**config.mk**
```make
export PLATFORM = sky130hd
export DESIGN_NAME = spi_hold_ctrl
export DESIGN_NICKNAME = d
export VERILOG_FILES = /design/src/rtl/spi_hold_pkg.sv /design/src/rtl/spi_hold_sync.sv /design/src/rtl/spi_hold_edge.sv /design/src/rtl/spi_hold_fsm.sv /design/src/rtl/spi_hold_ctrl.sv
export SDC_FILE = /design/constraint.sdc
export NUM_CORES = 1
export LEC_CHECK = 0
export BUFFER_PORTS_ARGS = -buffer_cell sky130_fd_sc_hd__buf_2
export CELL_PAD_IN_SITES_DETAIL_PLACEMENT = 0
export CELL_PAD_IN_SITES_GLOBAL_PLACEMENT = 1
export CORE_UTILIZATION = 37
export DETAILED_ROUTE_END_ITERATION = 8
export PLACE_DENSITY = 0.76
export SLEW_MARGIN = 20
export SYNTH_ARGS = -nofsm -noshare
export SYNTH_HDL_FRONTEND = slang
export SYNTH_HIERARCHICAL = 1
export SYNTH_SLANG_ARGS = --single-unit
```
**constraint.sdc**
```tcl
create_clock -name clk -period 1.78 [get_ports clk]
set_input_delay 0.267 -clock clk [delete_from_list [all_inputs] [get_ports clk]]
set_output_delay 0.267 -clock clk [all_outputs]
set_load 0.02 [all_outputs]
```
**src/rtl/spi_hold_pkg.sv**
```systemverilog
// Shared types for the SPI hold controller.
package spi_hold_pkg;

    // Controller states. "Pend" states wait for the serial clock to go low.
    typedef enum logic [2:0] {
        ST_IDLE      = 3'd0,  // deselected
        ST_RUN       = 3'd1,  // selected, shifting allowed
        ST_ENTER_PND = 3'd2,  // hold requested, clock still high
        ST_HOLD      = 3'd3,  // hold in force
        ST_EXIT_PND  = 3'd4,  // hold released, clock still high
        ST_LOCK      = 3'd5   // deselected in hold, awaiting hold pin high
    } hold_state_e;

    // Bit positions of the pins inside the synchronizer vector.
    localparam int PIN_CS   = 0;
    localparam int PIN_SCLK = 1;
    localparam int PIN_HOLD = 2;
    localparam int PIN_CNT  = 3;

endpackage

```
**src/rtl/spi_hold_sync.sv**
```systemverilog
// Multi-bit flop synchronizer.
// Assumes each bit is an independent slow level (no bus coherence needed).
// Each bit resets to its entry in RST_VAL.
module spi_hold_sync #(
    parameter int             WIDTH   = 3,
    parameter int             STAGES  = 2,
    parameter logic [WIDTH-1:0] RST_VAL = '0
) (
    input  logic             clk,
    input  logic             rst_n,
    input  logic [WIDTH-1:0] d_i,
    output logic [WIDTH-1:0] q_o
);
    logic [WIDTH-1:0] chain [STAGES];

    generate
        for (genvar s = 0; s < STAGES; s++) begin : g_stage
            if (s == 0) begin : g_first
                // First stage samples the asynchronous pins.
                always_ff @(posedge clk) begin
                    if (!rst_n) chain[s] <= RST_VAL;
                    else        chain[s] <= d_i;
                end
            end else begin : g_next
                // Later stages settle metastability.
                always_ff @(posedge clk) begin
                    if (!rst_n) chain[s] <= RST_VAL;
                    else        chain[s] <= chain[s-1];
                end
            end
        end
    endgenerate

    assign q_o = chain[STAGES-1];
endmodule

```
**src/rtl/spi_hold_edge.sv**
```systemverilog
// Edge detector for a synchronized level.
// Assumes the input is already in the clk domain.
module spi_hold_edge #(
    parameter logic RST_VAL = 1'b0
) (
    input  logic clk,
    input  logic rst_n,
    input  logic lvl_i,
    output logic rise_o,
    output logic fall_o
);
    logic lvl_q;

    // Remember last cycle's level.
    always_ff @(posedge clk) begin
        if (!rst_n) lvl_q <= RST_VAL;
        else        lvl_q <= lvl_i;
    end

    assign rise_o = lvl_i & ~lvl_q;
    assign fall_o = ~lvl_i & lvl_q;
endmodule

```
**src/rtl/spi_hold_fsm.sv**
```systemverilog
// Hold sequencing state machine.
// Changes of the hold pin take effect only while the serial clock is low.
// Deselecting during a hold requests an interface reset and locks out
// new selections until the hold pin returns high with chip select high.
// Assumes all inputs are synchronized to clk.
module spi_hold_fsm
    import spi_hold_pkg::*;
(
    input  logic clk,
    input  logic rst_n,
    input  logic cs_n,
    input  logic sclk,
    input  logic hold_n,
    output logic hold_active,
    output logic so_oe,
    output logic shift_ok,
    output logic if_reset,
    output logic blocked
);
    hold_state_e state_q, state_d;
    logic        in_hold;
    logic        rst_req_q;

    assign in_hold = (state_q == ST_HOLD) || (state_q == ST_EXIT_PND);

    // Next-state selection.
    always_comb begin
        state_d = state_q;
        unique case (state_q)
            ST_IDLE:      if (!cs_n) state_d = ST_RUN;
            ST_RUN: begin
                if (cs_n)         state_d = ST_IDLE;
                else if (!hold_n) state_d = sclk ? ST_ENTER_PND : ST_HOLD;
            end
            ST_ENTER_PND: begin
                if (cs_n)        state_d = ST_IDLE;
                else if (hold_n) state_d = ST_RUN;
                else if (!sclk)  state_d = ST_HOLD;
            end
            ST_HOLD: begin
                if (cs_n)        state_d = ST_LOCK;
                else if (hold_n) state_d = sclk ? ST_EXIT_PND : ST_RUN;
            end
            ST_EXIT_PND: begin
                if (cs_n)         state_d = ST_LOCK;
                else if (!hold_n) state_d = ST_HOLD;
                else if (!sclk)   state_d = ST_RUN;
            end
            ST_LOCK:      if (hold_n && cs_n) state_d = ST_IDLE;
            default:      state_d = ST_IDLE;
        endcase
    end

    // State register.
    always_ff @(posedge clk) begin
        if (!rst_n) state_q <= ST_IDLE;
        else        state_q <= state_d;
    end

    // One-cycle reset request when chip select rises inside a hold.
    always_ff @(posedge clk) begin
        if (!rst_n) rst_req_q <= 1'b0;
        else        rst_req_q <= in_hold && cs_n;
    end

    assign hold_active = in_hold && !cs_n;
    assign so_oe       = ((state_q == ST_RUN) || (state_q == ST_ENTER_PND)) && !cs_n;
    assign shift_ok    = (state_q == ST_RUN) && !cs_n;
    assign if_reset    = rst_req_q;
    assign blocked     = (state_q == ST_LOCK);

    // a hold only begins while the clock is low.
    a_r4_entry_clock_low: assert property (@(posedge clk) disable iff (!rst_n)
        $rose(hold_active) |-> !sclk);
    // a hold ending back into shifting only happens with the clock low.
    a_r5_exit_clock_low: assert property (@(posedge clk) disable iff (!rst_n)
        ($fell(hold_active) && so_oe) |-> !sclk);
    // the reset request lasts one cycle.
    a_r7_reset_single: assert property (@(posedge clk) disable iff (!rst_n)
        if_reset |=> !if_reset);
    // the reset request comes with the lockout.
    a_r7_reset_locks: assert property (@(posedge clk) disable iff (!rst_n)
        if_reset |-> blocked);
    // nothing is driven while locked out.
    a_r8_lock_quiet: assert property (@(posedge clk) disable iff (!rst_n)
        blocked |-> (!so_oe && !hold_active));
    // output drive and hold are mutually exclusive.
    a_r3_oe_vs_hold: assert property (@(posedge clk) disable iff (!rst_n)
        !(so_oe && hold_active));
endmodule

```
**src/rtl/spi_hold_ctrl.sv**
```systemverilog
// Top of the SPI hold controller.
// Synchronizes the three pins, finds serial clock edges, and lets them
// through as shift strobes only when the sequencer allows shifting.
// Assumes the pins are slow relative to clk (several clk per SCLK level).
module spi_hold_ctrl
    import spi_hold_pkg::*;
#(
    parameter int SYNC_STAGES = 2
) (
    input  logic clk,
    input  logic rst_n,
    input  logic cs_n_i,
    input  logic sclk_i,
    input  logic hold_n_i,
    output logic hold_active_o,
    output logic so_oe_o,
    output logic shift_rise_o,
    output logic shift_fall_o,
    output logic if_reset_o,
    output logic sel_blocked_o
);
    localparam logic [PIN_CNT-1:0] PIN_RST = 3'b101;

    logic [PIN_CNT-1:0] pins_raw, pins_s;
    logic               sclk_rise, sclk_fall, shift_ok;

    assign pins_raw[PIN_CS]   = cs_n_i;
    assign pins_raw[PIN_SCLK] = sclk_i;
    assign pins_raw[PIN_HOLD] = hold_n_i;

    spi_hold_sync #(
        .WIDTH   (PIN_CNT),
        .STAGES  (SYNC_STAGES),
        .RST_VAL (PIN_RST)
    ) u_sync (
        .clk   (clk),
        .rst_n (rst_n),
        .d_i   (pins_raw),
        .q_o   (pins_s)
    );

    spi_hold_edge #(.RST_VAL(PIN_RST[PIN_SCLK])) u_edge (
        .clk    (clk),
        .rst_n  (rst_n),
        .lvl_i  (pins_s[PIN_SCLK]),
        .rise_o (sclk_rise),
        .fall_o (sclk_fall)
    );

    spi_hold_fsm u_fsm (
        .clk         (clk),
        .rst_n       (rst_n),
        .cs_n        (pins_s[PIN_CS]),
        .sclk        (pins_s[PIN_SCLK]),
        .hold_n      (pins_s[PIN_HOLD]),
        .hold_active (hold_active_o),
        .so_oe       (so_oe_o),
        .shift_ok    (shift_ok),
        .if_reset    (if_reset_o),
        .blocked     (sel_blocked_o)
    );

    assign shift_rise_o = sclk_rise & shift_ok;
    assign shift_fall_o = sclk_fall & shift_ok;

    // no strobe leaves the block during a hold.
    a_r6_no_strobe_in_hold: assert property (@(posedge clk) disable iff (!rst_n)
        hold_active_o |-> !(shift_rise_o || shift_fall_o));
    // no strobe leaves the block while locked out.
    a_r8_no_strobe_locked: assert property (@(posedge clk) disable iff (!rst_n)
        sel_blocked_o |-> !(shift_rise_o || shift_fall_o));
endmodule

```
==> run metrics, run 1 <==
outcome=finished clean; Layout Cells excl Fill=84; Worst Setup Path Type=flop to primary output; number of register bits inferred by synthesis=11; cell count after synthesis=57; height of the chip=39.9 µm; setup repair after global routing missed its margin=no; Clock Sinks=11; Max Fanout on Critical Path=9; area share of the largest cell type after synthesis=41.4%; CTS H-tree lvls=1; crit share post-route=88.7%; Boundary Pins=11; DR vias/cell=5.05; worst hold slack across all endpoints=approximately 0.17 ns; wire length of the first global-routing pass=1520 µm; EDFF count, synth=0; top flip-flop cell by instance count after synthesis=dfxtp_1; Cell Rows=13; Initial Util=40.4%; overall via count from detail_route=424; Cell Chain, Critical Path=nor4b_1 -> and2_1 -> buf_2; share of final-layout standard cells stronger than drive strength 1=just over 30%; GRT Resource Usage Total=about 15%; net count reported at finish=75; count of hold buffers inserted by post-cts repair=0; total die area=between 1500 and 2000 µm²; Worst path slowest cell=dfxtp_1; combined buffer and inverter count along the critical path=1; IO Port Bufs=10; class of the most critical hold timing path=input port to flop; number of hold violations in the final report=0; final critical path time including I/O delays and setup=1.58 ns; Highest Clock Rate=~630 MHz; antenna diode count=0; clock latency of the later-clocked register in the worst-skew pair=~0.27 ns; maximum number of pins on one net before global-route repair=13; detailed-router iteration count before antenna repair=4; category of the worst setup path launch point=flop; post-place instance area=588 µm²; placed cell count=80; element type at the critical path end=primary output; actual slew at the worst max-slew pin=0.264 ns; leftover overflow at the end of global routing=0; drt initial violations=7; number of warnings reported in the yosys synthesis log=6; Max Transition Viols Final=0; critical path startpoint=u_fsm/state_q[1]; count of cells resized by post-cts repair=0; clock tree from TritonCTS=built; DRC violation count after routing=0; leakage power=approximately 0.26 nW; CP Data Required Time=about 1.5 ns; via count of the first global-routing pass=371; routed wire length=859 µm; placed wire-length estimate after detailed placement=between 500 and 600 µm; final standard cell area without fillers=618 µm²; Clock Path Buffers=2; worst vdd rail ir drop=0.409 mV; final setup vio count=0; CP top delay family=simple AND/OR/NAND/NOR gates; number of buffers inserted by post-CTS setup repair=0; Avg Inst Size Synth=between 9 and 10 µm²; post-route ant nets=0; worst reg2reg path depth=4; stages on the worst setup path=3; initial antenna violation count=0; worst-case register-to-register setup slack=approximately 0.20 ns; mapped cell area=about 530 µm²; CORE AREA=1320 µm²; Synth area leaders=dfxtp_1 41%, and2_1 5.9%, nor2_1 4.9%, nand2b_1 4.7%, buf_4 4.2%; Layout Area Growth over Synthesis=16.2%; r2r startpoint=u_fsm/state_q[1]; Placer Congestion=approximately 0.76; clock slew at the register clock pins of the worst setup and hold paths=0.07 ns; mean routed wirelength per cell=10.2 µm; setup tns final=0 ns; post-synth net total=62; clock buffers created by TritonCTS=3; max_cap viols=0; terminus of the critical flop-to-flop path=u_fsm/state_q[0]; worst endpoint data arrival time=1.31 ns; longest individual stage delay on the worst path=0.39 ns; crit path to=shift_rise_o; Power Density=1220 nW/µm²; post-synthesis sequential area ratio=between 40% and 50%; unique cell type count in the Yosys netlist=24; cell type contributing the most total cell area after synthesis=dfxtp_1; root buf cell=clkbuf_4; Synth async-reset ratio=0%; Max Clock Skew=0.000832 ns; Worst slew margin=82.1%; die width=39.9 µm
## cell usage in the layout, fill, tap and decap left out, types with 2 or more instances in the layout
| master | count |
|---|---|
| a21oi_1 | 3 |
| nor3_1 | 2 |
| nor2b_1 | 2 |
| nor4b_1 | 2 |
| and2_1 | 5 |
| clkbuf_4 | 3 |
| dfxtp_1 | 9 |
| nand2_1 | 2 |
| dfxtp_2 | 2 |
| o221a_1 | 2 |
| buf_2 | 10 |
| or3b_1 | 2 |
| nor2_1 | 7 |
| buf_4 | 2 |
| nand2b_1 | 4 |
## where the power goes
group          internal, W  switching [W]  total, W
Combinational     0.000123       0.000108  0.000231
Sequential        0.000285      0.0000642  0.000349
Clock            0.0000832      0.0000889  0.000172
Total             0.000491       0.000262  0.000752
## flip-flops by register name, indices dropped and copies added (netlist names)
register        count
u_fsm/state_q       3
u_edge/lvl_q        1
u_fsm/if_reset      1
u_sync/chain        6
## metrics by stage
step	setup slack (ns)	utilization, %	power [W]
6_report	0.202	46.9	0.000752
5_1_grt	0.0557	46.9	0.000820
4_1_cts	0.0731	46.7	0.000758
3_5_place_dp	0.167	44.6	0.000581
3_3_place_gp	0.203	44.6	0.000580
2_1_floorplan	0.347	-	0.000543
## Yosys cell counts (2+ instances only)
library cell	instances
a21oi_1	3
nor2_1	7
or3b_1	2
nor2b_1	2
o221a_1	2
buf_4	3
nor4b_1	2
dfxtp_1	11
nor3_1	2
nand2_1	2
and2_1	5
nand2b_1	4
## cell type report
| type | count | area (µm²) |
|---|---|---|
| clock buffers | 3 | 22.5 |
| flip-flops and latches | 11 | 223 |
| clock inverters | 1 | 5.00 |
| fillers | 127 | 699 |
| well taps | 15 | 18.8 |
| multi-input cells | 42 | 284 |
| repair buffers | 12 | 65.1 |
## cells by family after synthesis
logic type / Yosys count / synth area share [%]
DFF: 11 / 41.4
AOI/OAI and AO/OA: 7 / 10.8
xor gates and xnor gates: 2 / 3.29
buffers and inverters: 4 / 5.18
and+or+nand+nor: 33 / 39.3
## worst min-delay path by stage
stage | slack (ns) | to | startpoint | cells after the start
finish | 0.17 | u_sync/chain[0][2] | hold_n_i | 2
global route | 0.16 | u_sync/chain[0][2] | hold_n_i | 2
CTS | 0.17 | u_sync/chain[0][2] | hold_n_i | 2
detailed placement | 0.40 | u_sync/chain[1][2] | u_sync/chain[0][2] | 1
global placement | 0.39 | u_sync/chain[1][2] | u_sync/chain[0][2] | 1
floorplan | 0.34 | u_sync/chain[0][0] | rst_n | 1
## metal layers
| metal | GRT usage, % | wire [µm] | up-vias | part of all wire, % |
|---|---|---|---|---|
| li1 | - | - | 223 | - |
| met1 | 16.4 | 417 | 185 | 49 |
| met2 | 23.8 | 371 | 14 | 43 |
| met3 | 5.11 | 48 | 2 | 5.6 |
| met4 | 10.3 | 21 | 0 | 2.4 |
| met5 | 0 | 0 | - | 0 |
No activity file was read; power rests on OpenSTA's default activity.
==> run 2, diff against run 1 <==
--- a/config.mk
+++ b/config.mk
@@ -8,9 +8,10 @@
 export BUFFER_PORTS_ARGS = -buffer_cell sky130_fd_sc_hd__buf_2
 export CELL_PAD_IN_SITES_DETAIL_PLACEMENT = 0
 export CELL_PAD_IN_SITES_GLOBAL_PLACEMENT = 1
-export CORE_UTILIZATION = 37
+export CORE_UTILIZATION = 40
+export CTS_BUF_LIST = sky130_fd_sc_hd__clkbuf_8
 export DETAILED_ROUTE_END_ITERATION = 8
-export PLACE_DENSITY = 0.76
+export PLACE_DENSITY = 0.81
 export SLEW_MARGIN = 20
 export SYNTH_ARGS = -nofsm -noshare
 export SYNTH_HDL_FRONTEND = slang
==> run 2 against run 1 <==
Compared with the run above:
- flip-flop and latch count is the same
- largest cell class unchanged
- hold slack gained 0.039 ns
- clock power grew 37%
- critical path depth grew 2
- wire length grew 8.3%
- count of clock-buffer cells in the layout is the same
- largest power group unchanged
- combinational power grew 4%
- clock skew grew 0.00068 ns
- sequential share of layout area shrank 1.1 points
- sequential power shrank 2%
==> run metrics, run 2 (synthesized netlist as in run 1, its figures left out) <==
number of flip-flops under the largest register name=6 (unchanged); routed wire length=930 µm (was 859 µm); CP top delay family=flip-flops (was simple AND/OR/NAND/NOR gates); most flop-heavy register=u_sync/chain (unchanged); Layout Area Growth over Synthesis=19.1% (was 16.2%); Worst slew margin=81.3% (was 82.1%); share of final-layout standard cells stronger than drive strength 1=27.5% (was 30.4%); final standard cell area without fillers=633 µm² (was 618 µm²); final critical path time including I/O delays and setup=1.57 ns (was 1.58 ns); Cell Rows=12 (was 13); initial antenna violation count=0 (unchanged); Sequential Area=221 µm² (was 223 µm²); Placer Congestion=0.816 (was 0.758); root buf cell=clkbuf_8 (was clkbuf_4); met1 wire length=441 µm (was 417 µm); Power Density=1300 nW/µm² (was 1220 nW/µm²); crit share post-route=88.4% (was 88.7%); class of the most critical hold timing path=input port to flop (unchanged); number of hold violations in the final report=0 (unchanged); longest individual stage delay on the worst path=0.45 ns (was 0.39 ns); post-route ant nets=0 (unchanged); Clock Path Buffers=2 (unchanged); DR WL met2=417 µm (was 371 µm); CTS H-tree lvls=1 (unchanged); clock buffers created by TritonCTS=3 (unchanged); maximum number of pins on one net before global-route repair=13 (unchanged); Boundary Pins=11 (unchanged); total die area=1480 µm² (was 1590 µm²); via count of the first global-routing pass=366 (was 371); clock slew at the register clock pins of the worst setup and hold paths=0.05 ns (was 0.07 ns); Cell Chain, Critical Path=buf_4 -> nor2_1 -> a21oi_1 -> nor2_1 -> buf_2 (was nor4b_1 -> and2_1 -> buf_2); mean routed wirelength per cell=11.2 µm (was 10.2 µm); Worst path slowest cell=dfxtp_1 (unchanged); Worst Setup Path Type=flop to primary output (unchanged); worst vdd rail ir drop=0.586 mV (was 0.409 mV); Highest Clock Rate=636 MHz (was 634 MHz); leftover overflow at the end of global routing=0 (unchanged); setup repair after global routing missed its margin=no (unchanged); detailed-router iteration count before antenna repair=4 (unchanged); element type at the critical path end=primary output (unchanged); net count reported at finish=75 (unchanged); CORE AREA=1170 µm² (was 1320 µm²); post-place instance area=587 µm² (was 588 µm²); clock latency of the later-clocked register in the worst-skew pair=0.23 ns (was 0.27 ns); Initial Util=45.4% (was 40.4%); antenna diode count=0 (unchanged); leakage power=0.270 nW (was 0.261 nW); combined buffer and inverter count along the critical path=2 (was 1); Crit path top cell by count=nor2_1; drt initial violations=13 (was 7); commonest non-fill, non-tap cells in the layout=10 x buf_2, 10 x dfxtp_1, 7 x nor2_1 (was 10 x buf_2, 9 x dfxtp_1, 7 x nor2_1); setup tns final=0 ns (unchanged); overall power after layout=0.000821 W (was 0.000752 W); final setup vio count=0 (unchanged); clock tree from TritonCTS=built (unchanged); DR vias/cell=5.22 (was 5.05); GRT Resource Usage Total=16.7% (was 15.0%); IO Port Bufs=10 (unchanged); worst endpoint data arrival time=1.31 ns (about the same); total area of multi-input combinational cells=284 µm² (unchanged); Max Transition Viols Final=0 (unchanged); fill cell instance count of the final layout=108 (was 127); Max Fanout on Critical Path=8 (was 9); top flop regs=u_sync/chain: 6 flops, u_fsm/state_q: 3 flops (unchanged); die width=38.5 µm (was 39.9 µm); height of the chip=38.5 µm (was 39.9 µm); overall via count from detail_route=433 (was 424); routed wl met3=60 µm (was 48 µm); uppermost metal layer occupied by signal nets=met4 (unchanged); actual slew at the worst max-slew pin=0.276 ns (was 0.264 ns); placed wire-length estimate after detailed placement=642 µm (was 595 µm); max_cap viols=0 (unchanged); Clock Sinks=11 (unchanged); outcome=finished clean (unchanged); Max Clock Skew=0.00151 ns (was 0.000832 ns); CP Data Required Time=1.51 ns (about the same); DRC violation count after routing=0 (unchanged); category of the worst setup path launch point=flop (unchanged); wire length of the first global-routing pass=1590 µm (was 1520 µm)
==> run 2: layer usage <==
layer  global-route usage (%)  vias up
met4                     12.9        0
li1                         -      224
met1                     20.0      188
met3                     5.23        2
met5                        0        -
met2                     24.6       19
==> run 2: what timing repair did <==
item	in CTS	in global routing
gates resized for setup	0	1
endpoints found under the hold margin	0	0
setup endpoints to repair	0	2
hold buffers	0	0
buffers inserted	0	0
==> run 2: power by group <==
| group | internal, W | total, W | switching (W) |
|---|---|---|---|
| registers | 0.000283 | 0.000343 | 0.0000597 |
| logic | 0.000122 | 0.000241 | 0.000119 |
| clock network | 0.000151 | 0.000236 | 0.0000856 |
==> run 2: stage by stage <==
| step | util (%) | worst slack (ns) | hold WS [ns] | instances |
|---|---|---|---|---|
| after detailed placement | 50.1 | 0.129 | 0.393 | 79 |
| after floorplan | - | 0.347 | 0.340 | 57 |
| after CTS | 54.0 | 0.0954 | 0.206 | 83 |
| final | 54.1 | 0.207 | 0.212 | 83 |
| after global placement | 50.1 | 0.218 | 0.388 | 79 |
| after global routing | 54.1 | 0.0931 | 0.209 | 83 |
==> run 2: final cells by class <==
cell class	instances	area share, %
Sequential cell	11	35.0
Multi-Input combinational cell	42	44.9
Timing Repair Buffer	12	10.3
Tap cell	14	2.77
Clock inverter	1	0.593
Clock buffer	3	6.52
==> run 2: path summary, 6_finish.rpt <==
path	cells after the start	start	endpoint	slack (ns)
hold reg to reg	1	u_sync/chain[0][0]	u_sync/chain[1][0]	0.40
setup reg to reg	4	u_fsm/state_q[1]	u_fsm/state_q[0]	0.21
hold / removal	2	cs_n_i	u_sync/chain[0][0]	0.21
setup / recovery	5	u_fsm/state_q[2]	hold_active_o	0.21
==> run 3, diff against run 2 <==
--- a/config.mk
+++ b/config.mk
@@ -5,13 +5,13 @@
 export SDC_FILE = /design/constraint.sdc
 export NUM_CORES = 1
 export LEC_CHECK = 0
-export BUFFER_PORTS_ARGS = -buffer_cell sky130_fd_sc_hd__buf_2
 export CELL_PAD_IN_SITES_DETAIL_PLACEMENT = 0
 export CELL_PAD_IN_SITES_GLOBAL_PLACEMENT = 1
 export CORE_UTILIZATION = 40
 export CTS_BUF_LIST = sky130_fd_sc_hd__clkbuf_8
 export DETAILED_ROUTE_END_ITERATION = 8
-export PLACE_DENSITY = 0.81
+export DONT_BUFFER_PORTS = 1
+export PLACE_DENSITY = 0.72
 export SLEW_MARGIN = 20
 export SYNTH_ARGS = -nofsm -noshare
 export SYNTH_HDL_FRONTEND = slang
==> constraint.sdc (replaced) <==
create_clock -name clk -period 1.78 [get_ports clk]
set_input_delay 0 -clock clk [delete_from_list [all_inputs] [get_ports clk]]
set_output_delay 0 -clock clk [all_outputs]
set_load 0.02 [all_outputs]
==> run 3 against run 2 <==
Compared with the run above:
- total power is 0.58% lower
- hold slack better by 0.19 ns
- maximum frequency is 3.8% lower
- sequential share of layout area is 0.43 points higher
- global-route usage is 0.55 points lower
- flip-flop and latch count stayed put
- first-iteration DRC count is 46% lower
- largest cell class unchanged
==> run metrics, run 3 (synthesized netlist as in run 1, its figures left out) <==
final setup vio count=0 (unchanged); leakage power=0.238 nW (was 0.270 nW); Clock Path Buffers=2 (unchanged); Worst path slowest cell=dfxtp_1 (unchanged); GRT Resource Usage Total=16.2% (was 16.7%); IO Port Bufs=0 (was 10); Highest Clock Rate=612 MHz (was 636 MHz); CORE AREA=1170 µm² (unchanged); Boundary Pins=11 (unchanged); antenna diode count=0 (unchanged); DR vias/cell=5.52 (was 5.22); Power Density=1310 nW/µm² (was 1300 nW/µm²); commonest non-fill, non-tap cell in the layout=dfxtp_1; cell internal power dissipation=0.000550 W (was 0.000557 W); CP Data Required Time=1.90 ns (was 1.51 ns); Layout Area Growth over Synthesis=16.9% (was 19.1%); initial antenna violation count=0 (unchanged); count of hold buffers inserted by post-cts repair=4 (was 0); number of buffers inserted by post-CTS setup repair=0 (unchanged); clock latency of the later-clocked register in the worst-skew pair=0.23 ns (about the same); clock slew at the register clock pins of the worst setup and hold paths=0.05 ns (about the same); worst hold slack across all endpoints=0.400 ns (was 0.212 ns); setup tns final=0 ns (unchanged); power dissipated by switching net loads=0.000266 W (was 0.000264 W); die width=38.5 µm (unchanged); worst reg2reg path depth=4 (unchanged); root buf cell=clkbuf_8 (unchanged); height of the chip=38.5 µm (unchanged); CP top delay family=simple AND/OR/NAND/NOR gates (was flip-flops); share of final-layout standard cells stronger than drive strength 1=12.7% (was 27.5%); Gate power share=28.2% (was 29.4%); Worst Setup Path Type=flop to flop (was flop to primary output); Clock Sinks=11 (unchanged); Placer Congestion=0.774 (was 0.816); total die area=1480 µm² (unchanged); post-route ant nets=0 (unchanged); number of flip-flops under the largest register name=6 (unchanged); number of hold violations in the final report=0 (unchanged); top flop regs=u_sync/chain: 6 flops, u_fsm/state_q: 3 flops (unchanged); actual slew at the worst max-slew pin=0.368 ns (was 0.276 ns); clock tree from TritonCTS=built (unchanged); net count reported at finish=69 (was 75); Worst slew margin=75.4% (was 81.3%); worst vdd rail ir drop=0.533 mV (was 0.586 mV); wire length of the first global-routing pass=1550 µm (was 1590 µm); Cell Chain, Critical Path=or3b_1 -> a21oi_1 -> or4_1 -> o221a_1 (was buf_4 -> nor2_1 -> a21oi_1 -> nor2_1 -> buf_2); worst setup slack before clock tree synthesis=0.149 ns (was 0.129 ns); DRC violation count after routing=0 (unchanged); setup repair after global routing missed its margin=no (unchanged); category of the worst setup path launch point=flop (unchanged); fraction of power spent switching nets=32.6% (was 32.2%); number of cells on the worst hold path=2 (unchanged); detailed-router iteration count before antenna repair=4 (unchanged); CTS H-tree lvls=1 (unchanged); element type at the critical path end=flop (was primary output); mean routed wirelength per cell=12.2 µm (was 11.2 µm); placed wire-length estimate after detailed placement=670 µm (was 642 µm); worst endpoint data arrival time=1.76 ns (was 1.31 ns); Initial Util=45.4% (unchanged); count of cells resized by post-cts repair=0 (unchanged); Max Transition Viols Final=0 (unchanged); Cell Rows=12 (unchanged); final critical-path setup slack=0.145 ns (was 0.207 ns); Max Clock Skew=0.00182 ns (was 0.00151 ns); maximum number of pins on one net before global-route repair=13 (unchanged); clock buffers created by TritonCTS=3 (unchanged); commonest non-fill, non-tap cells in the layout=11 x dfxtp_1, 7 x nor2_1, 5 x and2_1 (was 10 x buf_2, 10 x dfxtp_1, 7 x nor2_1); clock power share=29.4% (was 28.8%); class of the most critical hold timing path=input port to flop (unchanged); final critical path time including I/O delays and setup=1.63 ns (was 1.57 ns); outcome=finished clean (unchanged); Max Fanout on Critical Path=12 (was 8); combined buffer and inverter count along the critical path=0 (was 2); share of total power in sequential cells=42.5% (was 41.8%); via count of the first global-routing pass=361 (was 366); leftover overflow at the end of global routing=0 (unchanged); drt initial violations=7 (was 13); max_cap viols=0 (unchanged); longest individual stage delay on the worst path=0.52 ns (was 0.45 ns); most flop-heavy register=u_sync/chain (unchanged); stages on the worst setup path=4 (was 5); crit share post-route=91.8% (was 88.4%); overall via count from detail_route=425 (was 433); routed wire length=941 µm (was 930 µm)
-- run 3: cell count changes in the layout (fill, tap and decap cells not counted), sizes merged --
cell | before | now
buf | 12 | 2
dlygate4sd3 | 0 | 4
-- run 3: area by class of cell --
type	count	area, µm²
clock buffer	3	41.3
clock inverter	1	3.75
fill	116	549
multi-input combinational	42	284
sequential	11	220
tap	14	17.5
timing repair buffer	6	55.1
-- run 3: path summary, 6_finish.rpt --
| kind | end | slack, ns | from |
|---|---|---|---|
| hold / removal | u_sync/chain[0][2] | 0.40 | hold_n_i |
| setup reg to reg | u_fsm/state_q[0] | 0.15 | u_fsm/state_q[0] |
| hold reg to reg | u_sync/chain[1][2] | 0.40 | u_sync/chain[0][2] |
| setup / recovery | u_fsm/state_q[0] | 0.15 | u_fsm/state_q[0] |
-- run 3: layer usage --
layer  up-vias  wire [µm]  part of all wire (%)  GRT usage [%]
met2        18        438                    47           24.6
li1        213          -                     -              -
met5         -          0                     0              0
met1       189        404                    43           19.4
met3         5         72                   7.7           3.49
met4         0         27                   2.9           12.9
-- run 3: through the flow --
step                cells  power [W]  instance area (µm²)  utilization (%)
global placement       69   0.000554                  537             45.8
CTS                    77   0.000820                  622             53.1
floorplan              57   0.000543                  532                -
finish                 77   0.000816                  622             53.1
global route           77   0.000876                  622             53.1
detailed placement     69   0.000568                  537             45.8
-- run 3: power by group through the flow --
stage | clock (W) | sequential [W] | combinational, W
finish | 0.000240 | 0.000347 | 0.000230
CTS | 0.000246 | 0.000345 | 0.000230
floorplan | 0 | 0.000310 | 0.000233
global route | 0.000264 | 0.000356 | 0.000256
global placement | 0 | 0.000347 | 0.000207
detailed placement | 0 | 0.000349 | 0.000219
-- run 3: worst register-to-register path, delay by kind of cell, from the launching register on --
kind            cells  cell delay (ns)
compound gates      2             0.31
flops               1             0.52
simple gates        2             0.69
